===== src/rtl/irq_nest_pkg.sv =====
// Package: shared constants, types and helpers for the nested interrupt
// controller. Assumes seven sources and four levels (two priority bits).
package irq_nest_pkg;

    localparam int NSRC = 7;
    localparam int NLVL = 4;
    localparam int DW   = 8;
    localparam int IDXW = $clog2(NSRC);

    typedef logic [IDXW-1:0] idx_t;

    // Source bit positions (shared by enable and priority registers)
    localparam int SRC_EXT0 = 0;
    localparam int SRC_TMR0 = 1;
    localparam int SRC_EXT1 = 2;
    localparam int SRC_TMR1 = 3;
    localparam int SRC_SER  = 4;
    localparam int SRC_TMR2 = 5;
    localparam int SRC_CNTA = 6;

    // Register select codes
    typedef enum logic [1:0] {
        SEL_ENA  = 2'd0,
        SEL_PLO  = 2'd1,
        SEL_PHI  = 2'd2,
        SEL_NONE = 2'd3
    } reg_sel_e;

    // Polling order inside one level, first entry wins
    localparam idx_t POLL_ORDER [0:NSRC-1] = '{
        idx_t'(SRC_EXT0), idx_t'(SRC_TMR0), idx_t'(SRC_EXT1), idx_t'(SRC_TMR1),
        idx_t'(SRC_CNTA), idx_t'(SRC_SER),  idx_t'(SRC_TMR2)
    };

    // Vector address: eight bytes per source, offset 3
    function automatic logic [DW-1:0] vec_of(input idx_t idx);
        return DW'({idx, 3'b011});
    endfunction

endpackage


===== src/rtl/irq_nest_regs.sv =====
// Module: software-visible enable and priority registers with read mux.
// Assumes the enable register is one bit wider than the source count,
// its top bit acting as master enable.
module irq_nest_regs
    import irq_nest_pkg::*;
#(
    parameter int N_SRC  = NSRC,
    parameter int DATA_W = DW
) (
    input  logic              clk,
    input  logic              rst_n,
    input  logic              wr_en,
    input  logic [1:0]        sel,
    input  logic [DATA_W-1:0] wdata,
    output logic [DATA_W-1:0] rdata,
    output logic              glob_en,
    output logic [N_SRC-1:0]  src_en,
    output logic [N_SRC-1:0]  lvl_lo,
    output logic [N_SRC-1:0]  lvl_hi
);

    localparam int GLOB_BIT = DATA_W - 1;

    logic [DATA_W-1:0] ena_q;
    logic [N_SRC-1:0]  plo_q;
    logic [N_SRC-1:0]  phi_q;

    // Register writes, decoded by select
    always_ff @(posedge clk) begin
        if (!rst_n) begin
            ena_q <= '0;
            plo_q <= '0;
            phi_q <= '0;
        end else if (wr_en) begin
            case (reg_sel_e'(sel))
                SEL_ENA: ena_q <= wdata;
                SEL_PLO: plo_q <= wdata[N_SRC-1:0];
                SEL_PHI: phi_q <= wdata[N_SRC-1:0];
                default: ;
            endcase
        end
    end

    // Read-back mux; unused bits return zero
    always_comb begin
        case (reg_sel_e'(sel))
            SEL_ENA: rdata = ena_q;
            SEL_PLO: rdata = DATA_W'(plo_q);
            SEL_PHI: rdata = DATA_W'(phi_q);
            default: rdata = '0;
        endcase
    end

    assign glob_en = ena_q[GLOB_BIT];
    assign src_en  = ena_q[N_SRC-1:0];
    assign lvl_lo  = plo_q;
    assign lvl_hi  = phi_q;

endmodule


===== src/rtl/irq_nest_arb.sv =====
// Module: combinational winner selection. Groups pending sources by level,
// applies the fixed polling order in each level, and keeps the highest
// level that the in-service state still allows.
module irq_nest_arb
    import irq_nest_pkg::*;
#(
    parameter int N_SRC = NSRC,
    parameter int N_LVL = NLVL
) (
    input  logic [N_SRC-1:0]         pend,
    input  logic [N_SRC-1:0]         lvl_lo,
    input  logic [N_SRC-1:0]         lvl_hi,
    input  logic [N_LVL-1:0]         lvl_ok,
    output logic                     win_vld,
    output idx_t                     win_idx,
    output logic [$clog2(N_LVL)-1:0] win_lvl
);

    localparam int LVLW = $clog2(N_LVL);

    logic [N_LVL-1:0]            lvl_any;
    logic [N_LVL-1:0][IDXW-1:0]  pick_w;

    for (genvar g = 0; g < N_LVL; g++) begin : g_lvl
        logic [N_SRC-1:0] hit;
        idx_t             pick;

        // Sources pending at this level
        always_comb begin
            for (int s = 0; s < N_SRC; s++)
                hit[s] = pend[s] && ({lvl_hi[s], lvl_lo[s]} == LVLW'(g));
        end

        // First hit in polling order
        always_comb begin
            pick = '0;
            for (int k = N_SRC - 1; k >= 0; k--)
                if (hit[POLL_ORDER[k]]) pick = POLL_ORDER[k];
        end

        assign lvl_any[g] = (|hit) && lvl_ok[g];
        assign pick_w[g]  = pick;
    end

    // Highest allowed level with a hit wins
    always_comb begin
        win_vld = 1'b0;
        win_idx = '0;
        win_lvl = '0;
        for (int l = 0; l < N_LVL; l++) begin
            if (lvl_any[l]) begin
                win_vld = 1'b1;
                win_idx = pick_w[l];
                win_lvl = LVLW'(l);
            end
        end
    end

endmodule


===== src/rtl/irq_nest_isr.sv =====
// Module: in-service mask, one bit per level. Acknowledge sets the granted
// level; return clears the highest set bit. Also derives which levels may
// still be offered (strictly above every in-service level).
module irq_nest_isr #(
    parameter int N_LVL = 4
) (
    input  logic                     clk,
    input  logic                     rst_n,
    input  logic                     set_en,
    input  logic [$clog2(N_LVL)-1:0] set_lvl,
    input  logic                     pop_en,
    output logic [N_LVL-1:0]         insvc,
    output logic [N_LVL-1:0]         lvl_ok
);

    logic [N_LVL-1:0] insvc_q;
    logic [N_LVL-1:0] insvc_d;
    logic [N_LVL-1:0] top_oh;

    // One-hot of the highest in-service level
    always_comb begin
        top_oh = '0;
        for (int l = 0; l < N_LVL; l++) begin
            if (insvc_q[l]) begin
                top_oh    = '0;
                top_oh[l] = 1'b1;
            end
        end
    end

    // Next mask: release first, then mark the newly granted level
    always_comb begin
        insvc_d = insvc_q & ~(pop_en ? top_oh : '0);
        if (set_en) insvc_d[set_lvl] = 1'b1;
    end

    // Mask register
    always_ff @(posedge clk) begin
        if (!rst_n) insvc_q <= '0;
        else        insvc_q <= insvc_d;
    end

    for (genvar g = 0; g < N_LVL; g++) begin : g_ok
        assign lvl_ok[g] = ~|insvc_q[N_LVL-1:g];
    end

    assign insvc = insvc_q;

endmodule


===== src/rtl/irq_nest_ctrl.sv =====
// Module: top of the four-level nested interrupt controller. Gates the
// requests with the enables, arbitrates, registers request and vector, and
// drives the in-service mask and the hardware flag-clear pulse.
// Assumes the CPU acknowledges only while irq_o is high; an acknowledge
// with irq_o low is ignored.
module irq_nest_ctrl
    import irq_nest_pkg::*;
#(
    parameter int N_SRC  = NSRC,
    parameter int N_LVL  = NLVL,
    parameter int DATA_W = DW
) (
    input  logic              clk,
    input  logic              rst_n,
    input  logic [N_SRC-1:0]  src_req_i,
    input  logic [1:0]        ext_edge_i,
    input  logic              reg_wr_i,
    input  logic [1:0]        reg_sel_i,
    input  logic [DATA_W-1:0] reg_wdata_i,
    output logic [DATA_W-1:0] reg_rdata_o,
    input  logic              ack_i,
    input  logic              reti_i,
    output logic              irq_o,
    output logic [DATA_W-1:0] vector_o,
    output logic [N_LVL-1:0]  insvc_o,
    output logic [N_SRC-1:0]  flag_clr_o
);

    localparam int LVLW = $clog2(N_LVL);

    logic             glob_en;
    logic [N_SRC-1:0] src_en, lvl_lo, lvl_hi, pend;
    logic [N_LVL-1:0] lvl_ok;
    logic             win_vld;
    idx_t             win_idx;
    logic [LVLW-1:0]  win_lvl;

    logic              irq_q;
    logic [DATA_W-1:0] vec_q;
    idx_t              idx_q;
    logic [LVLW-1:0]   lvl_q;
    logic [N_SRC-1:0]  clr_q;
    logic [N_SRC-1:0]  clr_mask, grant_oh;
    logic              take;

    irq_nest_regs #(.N_SRC(N_SRC), .DATA_W(DATA_W)) u_regs (
        .clk     (clk),
        .rst_n   (rst_n),
        .wr_en   (reg_wr_i),
        .sel     (reg_sel_i),
        .wdata   (reg_wdata_i),
        .rdata   (reg_rdata_o),
        .glob_en (glob_en),
        .src_en  (src_en),
        .lvl_lo  (lvl_lo),
        .lvl_hi  (lvl_hi)
    );

    assign pend = src_req_i & src_en & {N_SRC{glob_en}};
    assign take = ack_i && irq_q;

    irq_nest_arb #(.N_SRC(N_SRC), .N_LVL(N_LVL)) u_arb (
        .pend    (pend),
        .lvl_lo  (lvl_lo),
        .lvl_hi  (lvl_hi),
        .lvl_ok  (lvl_ok),
        .win_vld (win_vld),
        .win_idx (win_idx),
        .win_lvl (win_lvl)
    );

    irq_nest_isr #(.N_LVL(N_LVL)) u_isr (
        .clk     (clk),
        .rst_n   (rst_n),
        .set_en  (take),
        .set_lvl (lvl_q),
        .pop_en  (reti_i),
        .insvc   (insvc_o),
        .lvl_ok  (lvl_ok)
    );

    // Sources whose flag hardware clears on grant
    always_comb begin
        clr_mask           = '0;
        clr_mask[SRC_TMR0] = 1'b1;
        clr_mask[SRC_TMR1] = 1'b1;
        clr_mask[SRC_EXT0] = ext_edge_i[0];
        clr_mask[SRC_EXT1] = ext_edge_i[1];
        grant_oh           = '0;
        grant_oh[idx_q]    = 1'b1;
    end

    // Offer register: frozen across an acknowledge, else follows the arbiter
    always_ff @(posedge clk) begin
        if (!rst_n) begin
            irq_q <= 1'b0;
            vec_q <= '0;
            idx_q <= '0;
            lvl_q <= '0;
            clr_q <= '0;
        end else if (take) begin
            irq_q <= 1'b0;
            clr_q <= grant_oh & clr_mask;
        end else begin
            irq_q <= win_vld;
            clr_q <= '0;
            if (win_vld) begin
                vec_q <= vec_of(win_idx);
                idx_q <= win_idx;
                lvl_q <= win_lvl;
            end
        end
    end

    assign irq_o      = irq_q;
    assign vector_o   = vec_q;
    assign flag_clr_o = clr_q;

endmodule


===== config.mk =====
export PLATFORM = sky130hd
export DESIGN_NAME = irq_nest_ctrl
export DESIGN_NICKNAME = d
export VERILOG_FILES = /design/src/rtl/irq_nest_pkg.sv /design/src/rtl/irq_nest_regs.sv /design/src/rtl/irq_nest_arb.sv /design/src/rtl/irq_nest_isr.sv /design/src/rtl/irq_nest_ctrl.sv
export SDC_FILE = /design/constraint.sdc
export NUM_CORES = 1
export LEC_CHECK = 0
export ABC_CLOCK_PERIOD_IN_PS = 4300
export BUFFER_PORTS_ARGS = -buffer_cell sky130_fd_sc_hd__buf_4
export CAP_MARGIN = 25
export CORE_MARGIN = 10
export CORE_UTILIZATION = 58
export DETAILED_ROUTE_END_ITERATION = 6
export PLACE_DENSITY = 0.81
export RECOVER_POWER = 100
export SETUP_SLACK_MARGIN = 0.5
export SYNTH_ARGS = -nofsm -noshare
export SYNTH_HDL_FRONTEND = slang
export SYNTH_SLANG_ARGS = --single-unit

===== constraint.sdc =====
create_clock -name clk -period 4.3 [get_ports clk]
set_input_delay 1.29 -clock clk [delete_from_list [all_inputs] [get_ports clk]]
set_output_delay 1.29 -clock clk [all_outputs]
set_load 0.005 [all_outputs]

==> metrics.md <==
| Metric | Value |
|---|---|
| GR Overflow Total | `0` |
| Number of buffers inserted during clock tree synthesis | `5` |
| P_leak | `0.0009834 uW` |
| Relative slew slack | `35.21%` |
| Critical Path Slowest Stage Cell | `sky130_fd_sc_hd__clkbuf_1` |
| Pin count of the biggest net entering global routing | `33` |
| Synthesis-to-finish area growth | `18.65%` |
| Area contributors post-synth | `sky130_fd_sc_hd__dfxtp_1 34%, sky130_fd_sc_hd__mux2i_1 10%, sky130_fd_sc_hd__nor2_1 6.5%, sky130_fd_sc_hd__nand2_1 5.3%, sky130_fd_sc_hd__a21oi_1 3.4%` |
| Initial Util | `60.29%` |
| # nets final | `349` |
| Unrepaired setup endpoints after global routing | `no` |
| Sink count of the clock tree | `37` |
| Total negative setup slack | `0 ns` |
| Die area | `6672 sq um` |
| Transition time at the pin with the least slew margin | `0.9708 ns` |
| Max Clock Freq | `264.0 MHz` |
| Wire length of the first global-routing pass | `9832 um` |
| Result of the run | `complete, no violations` |
| Kind of start point of the critical path | `primary input` |
| Detailed-placement wirelength estimate | `4762 um` |
| Flop and latch count out of synthesis | `37` |
| Pwr dens | `264.6 nW/um^2` |
| Asr flop ratio synth | `0%` |
| Routed length per instance | `16.68 um` |
| Total number of vias | `2271` |
| Final-layout fill cell count | `327` |
| Most used standard cell by instance count after synthesis | `sky130_fd_sc_hd__nor2_1` |
| Synth warnings | `0` |
| Weighted congestion at the end of routability-driven global placement | `0.9196` |
| Most frequent cell on the critical path | `sky130_fd_sc_hd__buf_4` |
| Setup-violating endpoint count in the final report | `0` |
| Synth Cell Area | `2207 sq um` |
| Max cap viols | `0` |
| Cell type with the highest aggregate area in the netlist | `sky130_fd_sc_hd__dfxtp_1` |
| Avg Vias per Cell | `6.072` |
| Worst Path Required | `3.01 ns` |
| Arrival @ worst endpoint | `2.50 ns` |
| Biggest cell delay along the critical path | `0.44 ns` |
| Maximum net fanout on the critical path | `11` |
| Aggregate routed wire length | `6239 um` |
| Top_reg_cell synth | `sky130_fd_sc_hd__dfxtp_1` |
| Category of the most critical setup path | `in -> out` |
| Number of failing hold endpoints at the final stage | `0` |
| Clock buffer depth | `2` |
| Number of violations reported at the end of detailed-routing iteration 0 | `158` |
| CTS H-Tree Depth | `2` |
| Distinct cells, synth | `52` |
| Global router's overall resource usage | `18.15%` |
| # rows | `22` |
| Power consumption | `692.9 uW` |
| VDD IR-drop max | `0.1678 mV` |
| Final Max Tran Viols | `0` |
| Cell breakdown of the critical path | `buf_4 > nor2b_1 > clkbuf_1 > nand2_1 > o21ai_0 > buf_4` |
| Clock tree from TritonCTS | `built` |
| Hold_buf cts | `0` |
| Top cells by count, synth | `38 x sky130_fd_sc_hd__nor2_1, 37 x sky130_fd_sc_hd__dfxtp_1, 31 x sky130_fd_sc_hd__nand2_1` |
| Hold slack | `0.4932 ns` |
| Number of enable flip-flop cells after synthesis | `0` |
| Horiz. Die Dim | `81.69 um` |
| Tmin final | `3.788 ns` |
| Mean post-synth cell area | `7.827 sq um` |
| Number of instances in the placed design | `366` |
| Relative contribution of the clock network to total power | `38.1%` |
| Proportion of synthesized chip area in sequential cells | `33.56%` |
| Cell-internal power | `526.3 uW` |
| Post-route worst setup slack | `0.5118 ns` |
| Filler-free cell count of the finished design | `374` |
| First drt pass iteration count | `4` |
| Switching power as a share of total power | `24.04%` |
| Final period utilization | `88.10%` |
| Core footprint | `3661 sq um` |
| Antenna diode instance count | `0` |
| Critical path capture point type | `output port` |
| Port Buffers | `45` |
| Final Skew | `0.007553 ns` |
| Synthesized netlist cell count | `282` |
| Post-route ant nets | `0` |
| Clock transition at the register clock pins on the worst setup and hold paths after CTS | `0.07 ns` |
| Via count of the first global-routing pass | `2074` |
| Count of instances resized after the clock tree is built | `0` |
| DRC violations left | `0` |
| Proportion of layout cells with a drive suffix above 1 | `17.48%` |
| Clock latency on the worst-skew pair | `0.29 ns` |
| Comb power frac | `9.8%` |
| DP Worst Slack | `0.7493 ns` |
| Antenna violations before repair | `0` |
| Seq pwr share | `52.2%` |
| CTS Root Cell | `sky130_fd_sc_hd__clkbuf_8` |
| Switching pwr | `166.5 uW` |
| Kind of path behind the tightest hold check | `reg -> reg` |
| Count of pins on the block boundary | `52` |
| Post-synth top area share | `33.56%` |
| Post-CTS Repair Setup Buffers | `0` |
| Die height | `81.69 um` |
## cell usage in the layout (no fill, tap or decap), types with 8 or more instances in the layout
cell type and n:
sky130_fd_sc_hd__mux2i_1 22, sky130_fd_sc_hd__nor3_1 11, sky130_fd_sc_hd__nand2_1 31, sky130_fd_sc_hd__dfxtp_1 37, sky130_fd_sc_hd__inv_1 8, sky130_fd_sc_hd__o22ai_1 10, sky130_fd_sc_hd__nor2_1 38, sky130_fd_sc_hd__nand3_1 15
sky130_fd_sc_hd__o21ai_0 14, sky130_fd_sc_hd__buf_4 28, sky130_fd_sc_hd__clkbuf_4 14, sky130_fd_sc_hd__a21oi_1 15
## power by group through the flow
stage | Clock (uW) | Combinational, uW | Sequential [uW]
after floorplan | 0 | 42.7 | 365
after global placement | 0 | 67.1 | 368
after detailed placement | 0 | 68.6 | 369
after CTS | 268 | 68.9 | 361
after global routing | 279 | 74.1 | 362
final | 264 | 67.6 | 361
## state kept, by name, summed over array words and instances, names as in the netlist
register       count
u_isr.insvc        4
u_regs.lvl_hi      7
u_regs.lvl_lo      7
idx_q              3
u_regs.ena_q       8
lvl_q              2
flag_clr_o         4
vector_o           1
irq_o              1
## metrics by stage
step	area [sq um]	util (%)
CTS	2653	72.45
global placement	2551	69.69
floorplan	2226	-
detailed placement	2551	69.69
finish	2619	71.53
global route	2619	71.53
## routing by layer
layer  vias up  GRT usage (%)  share of wire, %  wire [um]
li1       1106              -                 -          -
met1      1067          23.34                44       2716
met2        90          29.94                47       2945
met3         8          4.585               8.3        518
met4         0          4.082              0.95         59
met5         -              0                 0          0
## final cells by class
| type | instances | area [sq um] | area share (%) |
|---|---|---|---|
| clock buffers | 7 | 96.34 | 3.679 |
| clock inverters | 1 | 5.005 | 0.1911 |
| inverters | 8 | 30.03 | 1.147 |
| multi-input cells | 224 | 1345 | 51.36 |
| flip-flops and latches | 37 | 740.7 | 28.28 |
| well taps | 48 | 60.06 | 2.293 |
| repair buffers | 49 | 341.6 | 13.04 |
## path summary, 6_finish.rpt
path,slack [ns],from,endpoint,cells past startpoint
setup reg to reg,1.42,u_regs.ena_q[7]$_SDFFE_PN0P_,idx_q[0]$_SDFFE_PN0P_,7
hold reg to reg,0.49,idx_q[1]$_SDFFE_PN0P_,flag_clr_o[1]$_SDFF_PN0_,1
hold / removal,0.49,idx_q[1]$_SDFFE_PN0P_,flag_clr_o[1]$_SDFF_PN0_,1
setup / recovery,0.51,reg_sel_i[0],reg_rdata_o[3],6
## cells by family after synthesis
family	synth area share, %
other	0.1699
AOI/OAI and AO/OA	20.86
and+or+nand+nor	29.42
buffers and inverters	6.009
DFF	33.56
muxes	9.977
## worst max-delay path: cells and delay by family
kind,cells,cell delay (ns)
buf+inv,3,0.75
compound gates,1,0.10
simple gates,2,0.35
Note: power is estimated with default switching activity, not from simulation.
